File: src/rtl/fuse_rd_pkg.sv
package fuse_rd_pkg;

    typedef struct packed {
        logic wmask_dis;
        logic en_a;
        logic en_b;
        logic iso;
    } pwr_ctl_t;

    localparam pwr_ctl_t PWR_OFF_CTL = '{wmask_dis: 1'b0, en_a: 1'b0, en_b: 1'b0, iso: 1'b1};

    typedef enum logic [2:0] {
        PW_OFF, PW_UP1, PW_UPW, PW_UP3, PW_ON, PW_DN1, PW_DNW, PW_DN3
    } pw_state_t;

    typedef enum logic [1:0] {
        RD_IDLE, RD_REQ, RD_WAIT
    } rd_state_t;

    typedef enum logic [2:0] {
        T_IDLE, T_BANK_SET, T_BANK_CHK, T_PWR_UP, T_WAIT, T_PDN, T_PWR_DN
    } top_state_t;

    function automatic int unsigned at_least_one(input int unsigned v);
        return (v == 0) ? 1 : v;
    endfunction

endpackage

File: src/rtl/fuse_pwr_seq.sv
module fuse_pwr_seq
    import fuse_rd_pkg::*;
#(
    parameter int unsigned WAIT_CYC = 10
) (
    input  logic     clk,
    input  logic     rst,
    input  logic     up_req,
    input  logic     dn_req,
    output pwr_ctl_t ctl,
    output logic     up_done,
    output logic     dn_done
);
    localparam int unsigned WCW = $clog2(WAIT_CYC + 1);
    localparam logic [WCW-1:0] WLAST = WCW'(WAIT_CYC - 1);

    pw_state_t      st;
    logic [WCW-1:0] wcnt;

    always_ff @(posedge clk) begin
        if (rst) begin
            st      <= PW_OFF;
            ctl     <= PWR_OFF_CTL;
            wcnt    <= '0;
            up_done <= 1'b0;
            dn_done <= 1'b0;
        end else begin
            up_done <= 1'b0;
            dn_done <= 1'b0;
            case (st)
                PW_OFF: if (up_req) begin
                    ctl.wmask_dis <= 1'b1;
                    st            <= PW_UP1;
                end
                PW_UP1: begin
                    ctl.en_a <= 1'b1;
                    wcnt     <= '0;
                    st       <= PW_UPW;
                end
                PW_UPW: if (wcnt == WLAST) begin
                    ctl.en_b <= 1'b1;
                    st       <= PW_UP3;
                end else begin
                    wcnt <= wcnt + 1'b1;
                end
                PW_UP3: begin
                    ctl.iso <= 1'b0;
                    up_done <= 1'b1;
                    st      <= PW_ON;
                end
                PW_ON: if (dn_req) begin
                    ctl.iso <= 1'b1;
                    st      <= PW_DN1;
                end
                PW_DN1: begin
                    ctl.en_b <= 1'b0;
                    wcnt     <= '0;
                    st       <= PW_DNW;
                end
                PW_DNW: if (wcnt == WLAST) begin
                    ctl.en_a <= 1'b0;
                    st       <= PW_DN3;
                end else begin
                    wcnt <= wcnt + 1'b1;
                end
                PW_DN3: begin
                    ctl.wmask_dis <= 1'b0;
                    dn_done       <= 1'b1;
                    st            <= PW_OFF;
                end
                default: st <= PW_OFF;
            endcase
        end
    end

    // power-up ordering
    p_en_a_after_wmask_r3: assert property (@(posedge clk) disable iff (rst)
        $rose(ctl.en_a) |-> ctl.wmask_dis);
    p_en_b_after_en_a_r3: assert property (@(posedge clk) disable iff (rst)
        $rose(ctl.en_b) |-> (ctl.en_a && ctl.iso));
    p_iso_release_r3: assert property (@(posedge clk) disable iff (rst)
        $fell(ctl.iso) |-> ctl.en_b);
    // power-down ordering
    p_en_b_drop_r4: assert property (@(posedge clk) disable iff (rst)
        $fell(ctl.en_b) |-> ctl.iso);
    p_en_a_drop_r4: assert property (@(posedge clk) disable iff (rst)
        $fell(ctl.en_a) |-> !ctl.en_b);
    p_wmask_drop_r4: assert property (@(posedge clk) disable iff (rst)
        $fell(ctl.wmask_dis) |-> !ctl.en_a);

endmodule

File: src/rtl/fuse_byte_rd.sv
module fuse_byte_rd
    import fuse_rd_pkg::*;
#(
    parameter int unsigned ADDR_W  = 11,
    parameter int unsigned DATA_W  = 8,
    parameter int unsigned TMO_CYC = 1000
) (
    input  logic              clk,
    input  logic              rst,
    input  logic              go,
    input  logic [ADDR_W-1:0] addr,
    output logic              fm_req,
    output logic [ADDR_W-1:0] fm_addr,
    input  logic              fm_rdy,
    input  logic [DATA_W-1:0] fm_data,
    output logic [DATA_W-1:0] byte_q,
    output logic              byte_vld,
    output logic              tmo
);
    localparam int unsigned TCW = $clog2(TMO_CYC + 1);
    localparam logic [TCW-1:0] TLAST = TCW'(TMO_CYC - 1);

    rd_state_t      st;
    logic [TCW-1:0] tcnt;

    always_ff @(posedge clk) begin
        if (rst) begin
            st       <= RD_IDLE;
            tcnt     <= '0;
            fm_req   <= 1'b0;
            fm_addr  <= '0;
            byte_q   <= '0;
            byte_vld <= 1'b0;
            tmo      <= 1'b0;
        end else begin
            fm_req   <= 1'b0;
            byte_vld <= 1'b0;
            tmo      <= 1'b0;
            case (st)
                RD_IDLE: if (go) begin
                    fm_addr <= addr;
                    fm_req  <= 1'b1;
                    st      <= RD_REQ;
                end
                RD_REQ: begin
                    tcnt <= '0;
                    st   <= RD_WAIT;
                end
                RD_WAIT: if (fm_rdy) begin
                    byte_q   <= fm_data;
                    byte_vld <= 1'b1;
                    st       <= RD_IDLE;
                end else if (tcnt == TLAST) begin
                    tmo <= 1'b1;
                    st  <= RD_IDLE;
                end else begin
                    tcnt <= tcnt + 1'b1;
                end
                default: st <= RD_IDLE;
            endcase
        end
    end

    // request is a single-cycle pulse
    p_req_pulse_r6: assert property (@(posedge clk) disable iff (rst)
        fm_req |=> !fm_req);
    // a byte and a timeout never report together
    p_vld_tmo_excl_r7: assert property (@(posedge clk) disable iff (rst)
        !(byte_vld && tmo));

endmodule

File: src/rtl/fuse_rd_seq.sv
module fuse_rd_seq
    import fuse_rd_pkg::*;
#(
    parameter int unsigned ADDR_W      = 11,
    parameter int unsigned DATA_W      = 8,
    parameter int unsigned CLK_FREQ_HZ = 250_000_000,
    parameter int unsigned SIM_DIV     = 1
) (
    input  logic              clk,
    input  logic              rst,
    input  logic              start,
    input  logic [ADDR_W-1:0] start_addr,
    input  logic [ADDR_W:0]   byte_cnt,
    input  logic              bank_req,
    input  logic              burst_cfg,
    output logic              bank_sel,
    input  logic              bank_rb,
    output logic              pg_wmask_dis,
    output logic              pg_en_a,
    output logic              pg_en_b,
    output logic              pg_iso,
    output logic              burst_en,
    output logic              fm_req,
    output logic [ADDR_W-1:0] fm_addr,
    input  logic              fm_rdy,
    input  logic [DATA_W-1:0] fm_data,
    output logic [DATA_W-1:0] dout,
    output logic              dout_vld,
    output logic              done,
    output logic              err_busy,
    output logic              err_timeout,
    output logic              busy
);
    localparam int unsigned CNT_W    = ADDR_W + 1;
    localparam int unsigned WAIT_CYC = at_least_one((CLK_FREQ_HZ / 1000) / SIM_DIV);
    localparam int unsigned TMO_CYC  = at_least_one(CLK_FREQ_HZ / SIM_DIV);

    top_state_t        st;
    logic [ADDR_W-1:0] cur_addr;
    logic [CNT_W-1:0]  rem;
    logic              burst_mode;
    logic              tmo_seen;
    logic              up_req, dn_req, up_done, dn_done;
    logic              go, byte_vld, tmo;
    pwr_ctl_t          pctl;

    fuse_pwr_seq #(.WAIT_CYC(WAIT_CYC)) u_pwr (
        .clk(clk), .rst(rst), .up_req(up_req), .dn_req(dn_req),
        .ctl(pctl), .up_done(up_done), .dn_done(dn_done)
    );

    fuse_byte_rd #(.ADDR_W(ADDR_W), .DATA_W(DATA_W), .TMO_CYC(TMO_CYC)) u_rd (
        .clk(clk), .rst(rst), .go(go), .addr(cur_addr),
        .fm_req(fm_req), .fm_addr(fm_addr), .fm_rdy(fm_rdy), .fm_data(fm_data),
        .byte_q(dout), .byte_vld(byte_vld), .tmo(tmo)
    );

    assign pg_wmask_dis = pctl.wmask_dis;
    assign pg_en_a      = pctl.en_a;
    assign pg_en_b      = pctl.en_b;
    assign pg_iso       = pctl.iso;
    assign dout_vld     = byte_vld;
    assign busy         = (st != T_IDLE);

    always_ff @(posedge clk) begin
        if (rst) begin
            st          <= T_IDLE;
            cur_addr    <= '0;
            rem         <= '0;
            burst_mode  <= 1'b0;
            tmo_seen    <= 1'b0;
            bank_sel    <= 1'b0;
            burst_en    <= 1'b0;
            done        <= 1'b0;
            err_busy    <= 1'b0;
            err_timeout <= 1'b0;
            up_req      <= 1'b0;
            dn_req      <= 1'b0;
            go          <= 1'b0;
        end else begin
            done   <= 1'b0;
            up_req <= 1'b0;
            dn_req <= 1'b0;
            go     <= 1'b0;
            case (st)
                T_IDLE: if (start) begin
                    err_busy    <= 1'b0;
                    err_timeout <= 1'b0;
                    tmo_seen    <= 1'b0;
                    cur_addr    <= start_addr;
                    rem         <= byte_cnt;
                    burst_mode  <= burst_cfg;
                    if (byte_cnt == '0) begin
                        done <= 1'b1;
                    end else if (bank_req != bank_rb) begin
                        bank_sel <= bank_req;
                        st       <= T_BANK_SET;
                    end else begin
                        up_req <= 1'b1;
                        st     <= T_PWR_UP;
                    end
                end
                T_BANK_SET: st <= T_BANK_CHK;
                T_BANK_CHK: if (bank_rb == bank_sel) begin
                    up_req <= 1'b1;
                    st     <= T_PWR_UP;
                end else begin
                    err_busy <= 1'b1;
                    done     <= 1'b1;
                    st       <= T_IDLE;
                end
                T_PWR_UP: if (up_done) begin
                    burst_en <= burst_mode;
                    go       <= 1'b1;
                    st       <= T_WAIT;
                end
                T_WAIT: if (byte_vld) begin
                    if (rem == CNT_W'(1)) begin
                        rem <= '0;
                        st  <= T_PDN;
                    end else begin
                        rem      <= rem - CNT_W'(1);
                        cur_addr <= cur_addr + ADDR_W'(1);
                        go       <= 1'b1;
                    end
                end else if (tmo) begin
                    tmo_seen <= 1'b1;
                    st       <= T_PDN;
                end
                T_PDN: begin
                    burst_en <= 1'b0;
                    dn_req   <= 1'b1;
                    st       <= T_PWR_DN;
                end
                T_PWR_DN: if (dn_done) begin
                    done        <= 1'b1;
                    err_timeout <= tmo_seen;
                    st          <= T_IDLE;
                end
                default: st <= T_IDLE;
            endcase
        end
    end

    p_req_powered_r6: assert property (@(posedge clk) disable iff (rst)
        fm_req |-> (!pctl.iso && pctl.en_b));
    p_burst_iso_r8: assert property (@(posedge clk) disable iff (rst)
        burst_en |-> !pctl.iso);
    p_done_off_r10: assert property (@(posedge clk) disable iff (rst)
        done |-> (pctl == PWR_OFF_CTL && !burst_en));
    p_vld_busy_r5: assert property (@(posedge clk) disable iff (rst)
        dout_vld |-> busy);
    p_start_ignored_r9: assert property (@(posedge clk) disable iff (rst)
        (busy && start) |=> $stable(bank_sel));
    p_bank_first_r2: assert property (@(posedge clk) disable iff (rst)
        $rose(pctl.wmask_dis) |-> (bank_sel == bank_rb));

endmodule

File: config.mk
export PLATFORM = sky130hd
export DESIGN_NAME = fuse_rd_seq
export DESIGN_NICKNAME = d
export VERILOG_FILES = /design/src/rtl/fuse_rd_pkg.sv /design/src/rtl/fuse_pwr_seq.sv /design/src/rtl/fuse_byte_rd.sv /design/src/rtl/fuse_rd_seq.sv
export SDC_FILE = /design/constraint.sdc
export NUM_CORES = 1
export LEC_CHECK = 0
export BUFFER_PORTS_ARGS = -buffer_cell sky130_fd_sc_hd__buf_2
export CORE_ASPECT_RATIO = 2
export CORE_MARGIN = 10
export CORE_UTILIZATION = 50
export DETAILED_ROUTE_END_ITERATION = 6
export HOLD_SLACK_MARGIN = 0.15
export PLACE_DENSITY = 0.7
export RECOVER_POWER = 50
export SYNTH_ARGS = -nofsm -noshare
export SYNTH_HDL_FRONTEND = slang
export SYNTH_SLANG_ARGS = --single-unit
File: constraint.sdc
create_clock -name clk -period 2.5 [get_ports clk]
set_input_delay 0.25 -clock clk [delete_from_list [all_inputs] [get_ports clk]]
set_output_delay 0.25 -clock clk [all_outputs]
set_load 0.02 [all_outputs]
==> results.json <==
{
  "outcome": "finished, final reports clean",
  "worstSkewPairLatency_ns": 0.41,
  "num_antenna_cells": 0,
  "hold_worst_path_end": "u_rd.tmo$_SDFF_PP0_",
  "r2r_start": "u_pwr.wcnt[16]$_SDFFE_PP0P_",
  "yosysMostFrequentCell": "sky130_fd_sc_hd__dfxtp_1",
  "cap_viol_max_count": 0,
  "die_w_um": 94.8,
  "io-pin-count": 69,
  "finish.utilization_pct": 61.1,
  "clock-root-buffer": "sky130_fd_sc_hd__clkbuf_16",
  "ys_top_cells_by_area": "sky130_fd_sc_hd__dfxtp_1, sky130_fd_sc_hd__nand2_1, sky130_fd_sc_hd__nor2_1",
  "r2r_end": "u_pwr.st[0]$_SDFFE_PP0P_",
  "fill_cells": 1013,
  "fmax_mhz": 447,
  "cts_tree": "built",
  "die_height_um": 170,
  "fraction_of_the_mapped_netlist_area_in_compound_gates_pct": 18.5,
  "first_global_vias": 5292,
  "route.antenna.remaining_nets": 0,
  "power_frac_comb_pct": 21.9,
  "netlist.top_cell.by_area": "sky130_fd_sc_hd__dfxtp_1",
  "avgViaCountPerCell": 5.82,
  "finalCritPeriodShare_pct": 89.5,
  "grt_setup_unrepaired": "no",
  "die-area_um2": 16100,
  "critical_path_required_ns": 2.25,
  "power_report.internal_total_w": 0.00392,
  "drtIter0Drc": 268,
  "core_region_area_um2": 10900,
  "pwr-share-clk_pct": 40.2,
  "hold_start": "fm_rdy",
  "cts_sinks": 115,
  "wl_per_cell_um": 16.3,
  "placementRows": 54,
  "ff2ff_setup_slack_ns": 0.27,
  "crit_slowest_cell": "sky130_fd_sc_hd__nor3_1",
  "cts_inserted_buffers": 17,
  "via_count": 5273,
  "grt_antenna_before_repair": 1,
  "worstSetupPathDepth": 4,
  "cpPeakStageDelay_ns": 0.75,
  "final-hold-violation-count": 0,
  "post_synth_inst_count": 678,
  "power.sequential.fraction_pct": 37.9,
  "worst_min_delay_path_class": "input pin to register",
  "syn_area_um2": 5600,
  "synthAdderAreaFrac_pct": 2.23,
  "final_layout_size_suffix_gt1_share_pct": 12.1,
  "synth_edf_count": 0,
  "cts_htree_levels": 4,
  "slew_violations": 0,
  "nNetsFinal": 802,
  "worst-setup-path-type": "register to primary output",
  "drt-pass1-iter-count": 5,
  "final_design_area_no_fill_um2": 6690,
  "setup_violations": 0,
  "power.share.switching_pct": 31.2,
  "synth_common_cells": "sky130_fd_sc_hd__dfxtp_1, sky130_fd_sc_hd__nand2_1, sky130_fd_sc_hd__nor2_1, sky130_fd_sc_hd__a21oi_1, sky130_fd_sc_hd__o21ai_0",
  "drt_wl_total_um": 14700,
  "synth_largest_type_area_fraction_pct": 41.1,
  "worstPathBufferInverterCount": 3,
  "gpl.final_weighted_congestion": 0.855,
  "clk_pin_slew_worst_paths_ns": 0.05,
  "syn_nets": 726,
  "yosys.area_share.simple_pct": 27.8,
  "yosysSeqAreaShare_pct": 41.1,
  "multiInputGateArea_um2": 3100,
  "final.setup_skew_ns": 0.00697,
  "grtUsageTotal_pct": 18.8,
  "input_output_buffers": 68,
  "synth-xor-area-share_pct": 4.54,
  "timing.critical_path.from_type": "register",
  "place_area_um2": 6050,
  "global_route_wire_length_before_repair_um": 24700,
  "place_hpwl_um": 10600,
  "synth_register_bits": 115,
  "p_sw_w": 0.00177,
  "timing.setup.tns_ns": 0,
  "synth-async-reset-ratio_pct": 0,
  "timing_worst_slew_pin_value_ns": 1.30,
  "ys_dominant_reg_cell": "sky130_fd_sc_hd__dfxtp_1",
  "cellLeakagePower_nw": 2.49,
  "ctsLongestPathBuffers": 2,
  "crit_path_end_kind": "primary output",
  "synth_area_per_inst_um2": 8.26,
  "proportion_of_synthesized_area_in_mux_cells_pct": 2.32,
  "syn_to_final_growth_pct": 19.5,
  "floorplan.initialDensity_pct": 51.2,
  "post_cts_buffers": 0,
  "r2r.worst_path.cells": 6,
  "arrival_time_reported_for_the_critical_path_endpoint_ns": 1.99,
  "sequential_cell_area_um2": 2300,
  "globalRouteOverflowTotal": 0,
  "synthDistinctLibCells": 71,
  "maximum_vdd_drop_v": 0.000546,
  "maxSlewHeadroom_pct": 13.5,
  "crit_path_max_fanout": 13,
  "detail_route.drc_violations": 0,
  "dominant_combinational_cell_family_by_area_after_synthesis": "simple AND/OR/NAND/NOR gates",
  "timing.final.crit_period_ns": 2.24,
  "synth_warnings": 0,
  "min_path_cells": 4,
  "power_density_nw_per_um2": 851,
  "cell_breakdown_of_the_critical_path": "clkbuf_1, nor3_1, inv_1, buf_2",
  "maximum_number_of_pins_on_one_net_before_global_route_repair": 48,
  "crit_family": "simple AND/OR/NAND/NOR gates"
}
cells in the final DEF (no fill, tap or decap), types with 4 or more instances in the layout:
cell	instances
sky130_fd_sc_hd__xnor2_1	12
sky130_fd_sc_hd__nand2b_1	5
sky130_fd_sc_hd__a31oi_1	4
sky130_fd_sc_hd__a22oi_1	9
sky130_fd_sc_hd__a211oi_1	8
sky130_fd_sc_hd__nand4_1	13
sky130_fd_sc_hd__a21oi_1	47
sky130_fd_sc_hd__nand3_1	28
sky130_fd_sc_hd__nand2_1	84
sky130_fd_sc_hd__o211ai_1	5
sky130_fd_sc_hd__and2_1	5
sky130_fd_sc_hd__or3_1	10
sky130_fd_sc_hd__mux2i_1	13
sky130_fd_sc_hd__dlygate4sd3_1	13
sky130_fd_sc_hd__o21ai_0	41
sky130_fd_sc_hd__clkbuf_1	36
sky130_fd_sc_hd__buf_2	37
sky130_fd_sc_hd__xor2_1	17
sky130_fd_sc_hd__buf_4	6
sky130_fd_sc_hd__clkbuf_16	17
sky130_fd_sc_hd__nor3_1	16
sky130_fd_sc_hd__dfxtp_1	115
sky130_fd_sc_hd__o41ai_1	5
sky130_fd_sc_hd__ha_1	10
sky130_fd_sc_hd__inv_1	18
sky130_fd_sc_hd__nor4bb_1	4
sky130_fd_sc_hd__nor4_1	9
sky130_fd_sc_hd__clkinv_2	6
sky130_fd_sc_hd__nor2_1	80
sky130_fd_sc_hd__and3_1	14
sequential cells by signal (all words and copies together), names as in the netlist, 2 cells and up:
name          count
st                3
rem              12
u_rd.fm_addr     11
u_rd.byte_q       8
u_pwr.wcnt       18
u_rd.tcnt        28
u_pwr.ctl         4
u_pwr.st          3
cur_addr         11
u_rd.st           2
worst register-to-register path: cells and delay by family, from the launching register on:
family / cells / cell delay [ns]
flops: 1 / 0.39
simple gates: 3 / 0.81
compound gates: 3 / 0.85
power by group through the flow:
stage                     clock (W)  combinational (W)  sequential [W]
after floorplan                   0           0.000888         0.00220
after global placement            0            0.00121         0.00218
after detailed placement          0            0.00123         0.00219
after CTS                   0.00233            0.00126         0.00215
after global routing        0.00244            0.00140         0.00218
final                       0.00229            0.00125         0.00216
kinds of logic after synthesis:
logic type | after synthesis
AO/OA/AOI/OAI | 159
XOR/XNOR | 29
adder cells (fa/ha/maj) | 10
buffers and inverters | 51
flip-flops | 115
multiplexers | 13
AND/OR/NAND/NOR | 301
timing repair:
item | in CTS | in global routing
hold buffers | 13 | 0
setup endpoints to repair | 0 | 0
gates resized for setup | 0 | 0
endpoints found under the hold margin | 13 | 0
worst max path at each step:
stage	start	to	slack [ns]
after floorplan	u_pwr.st[0]$_SDFFE_PP0P_	u_pwr.wcnt[14]$_SDFFE_PP0P_	0.51
after global placement	u_rd.tcnt[21]$_SDFFE_PP0P_	u_rd.tcnt[15]$_SDFFE_PP0P_	0.36
after detailed placement	u_pwr.st[0]$_SDFFE_PP0P_	u_pwr.wcnt[14]$_SDFFE_PP0P_	0.28
after CTS	u_pwr.st[0]$_SDFFE_PP0P_	u_pwr.wcnt[14]$_SDFFE_PP0P_	0.28
after global routing	u_pwr.wcnt[16]$_SDFFE_PP0P_	u_pwr.st[0]$_SDFFE_PP0P_	0.09
final	st[0]$_SDFFE_PP0P_	busy	0.26
area by class of cell:
cell class	instances	area share, %
multi-input cells	512	46.3
flip-flops and latches	115	34.4
repair buffers	90	7.30
clock buffers	20	6.68
well taps	140	2.62
clock inverters	11	1.68
inverters	18	1.01
per-stage QoR:
stage	hold WS [ns]	setup WS (ns)	power [W]	std cells
finish	0.172	0.263	0.00569	906
global route	0.173	0.0948	0.00602	906
CTS	0.163	0.278	0.00574	906
detailed placement	0.444	0.278	0.00342	862
global placement	0.441	0.364	0.00339	862
floorplan	0.394	0.513	0.00308	678
routing by layer:
layer  share of wire [%]  routed length, um  vias up  track usage (%)
met5                   0                  0        -                0
met4                 2.7                397        0             8.12
met3                 5.5                809       36             5.85
met2                  55               8080      138             34.9
met1                  37               5440     2496             18.3
li1                    -                  -     2603                -
(Power assumes the default switching activity.)
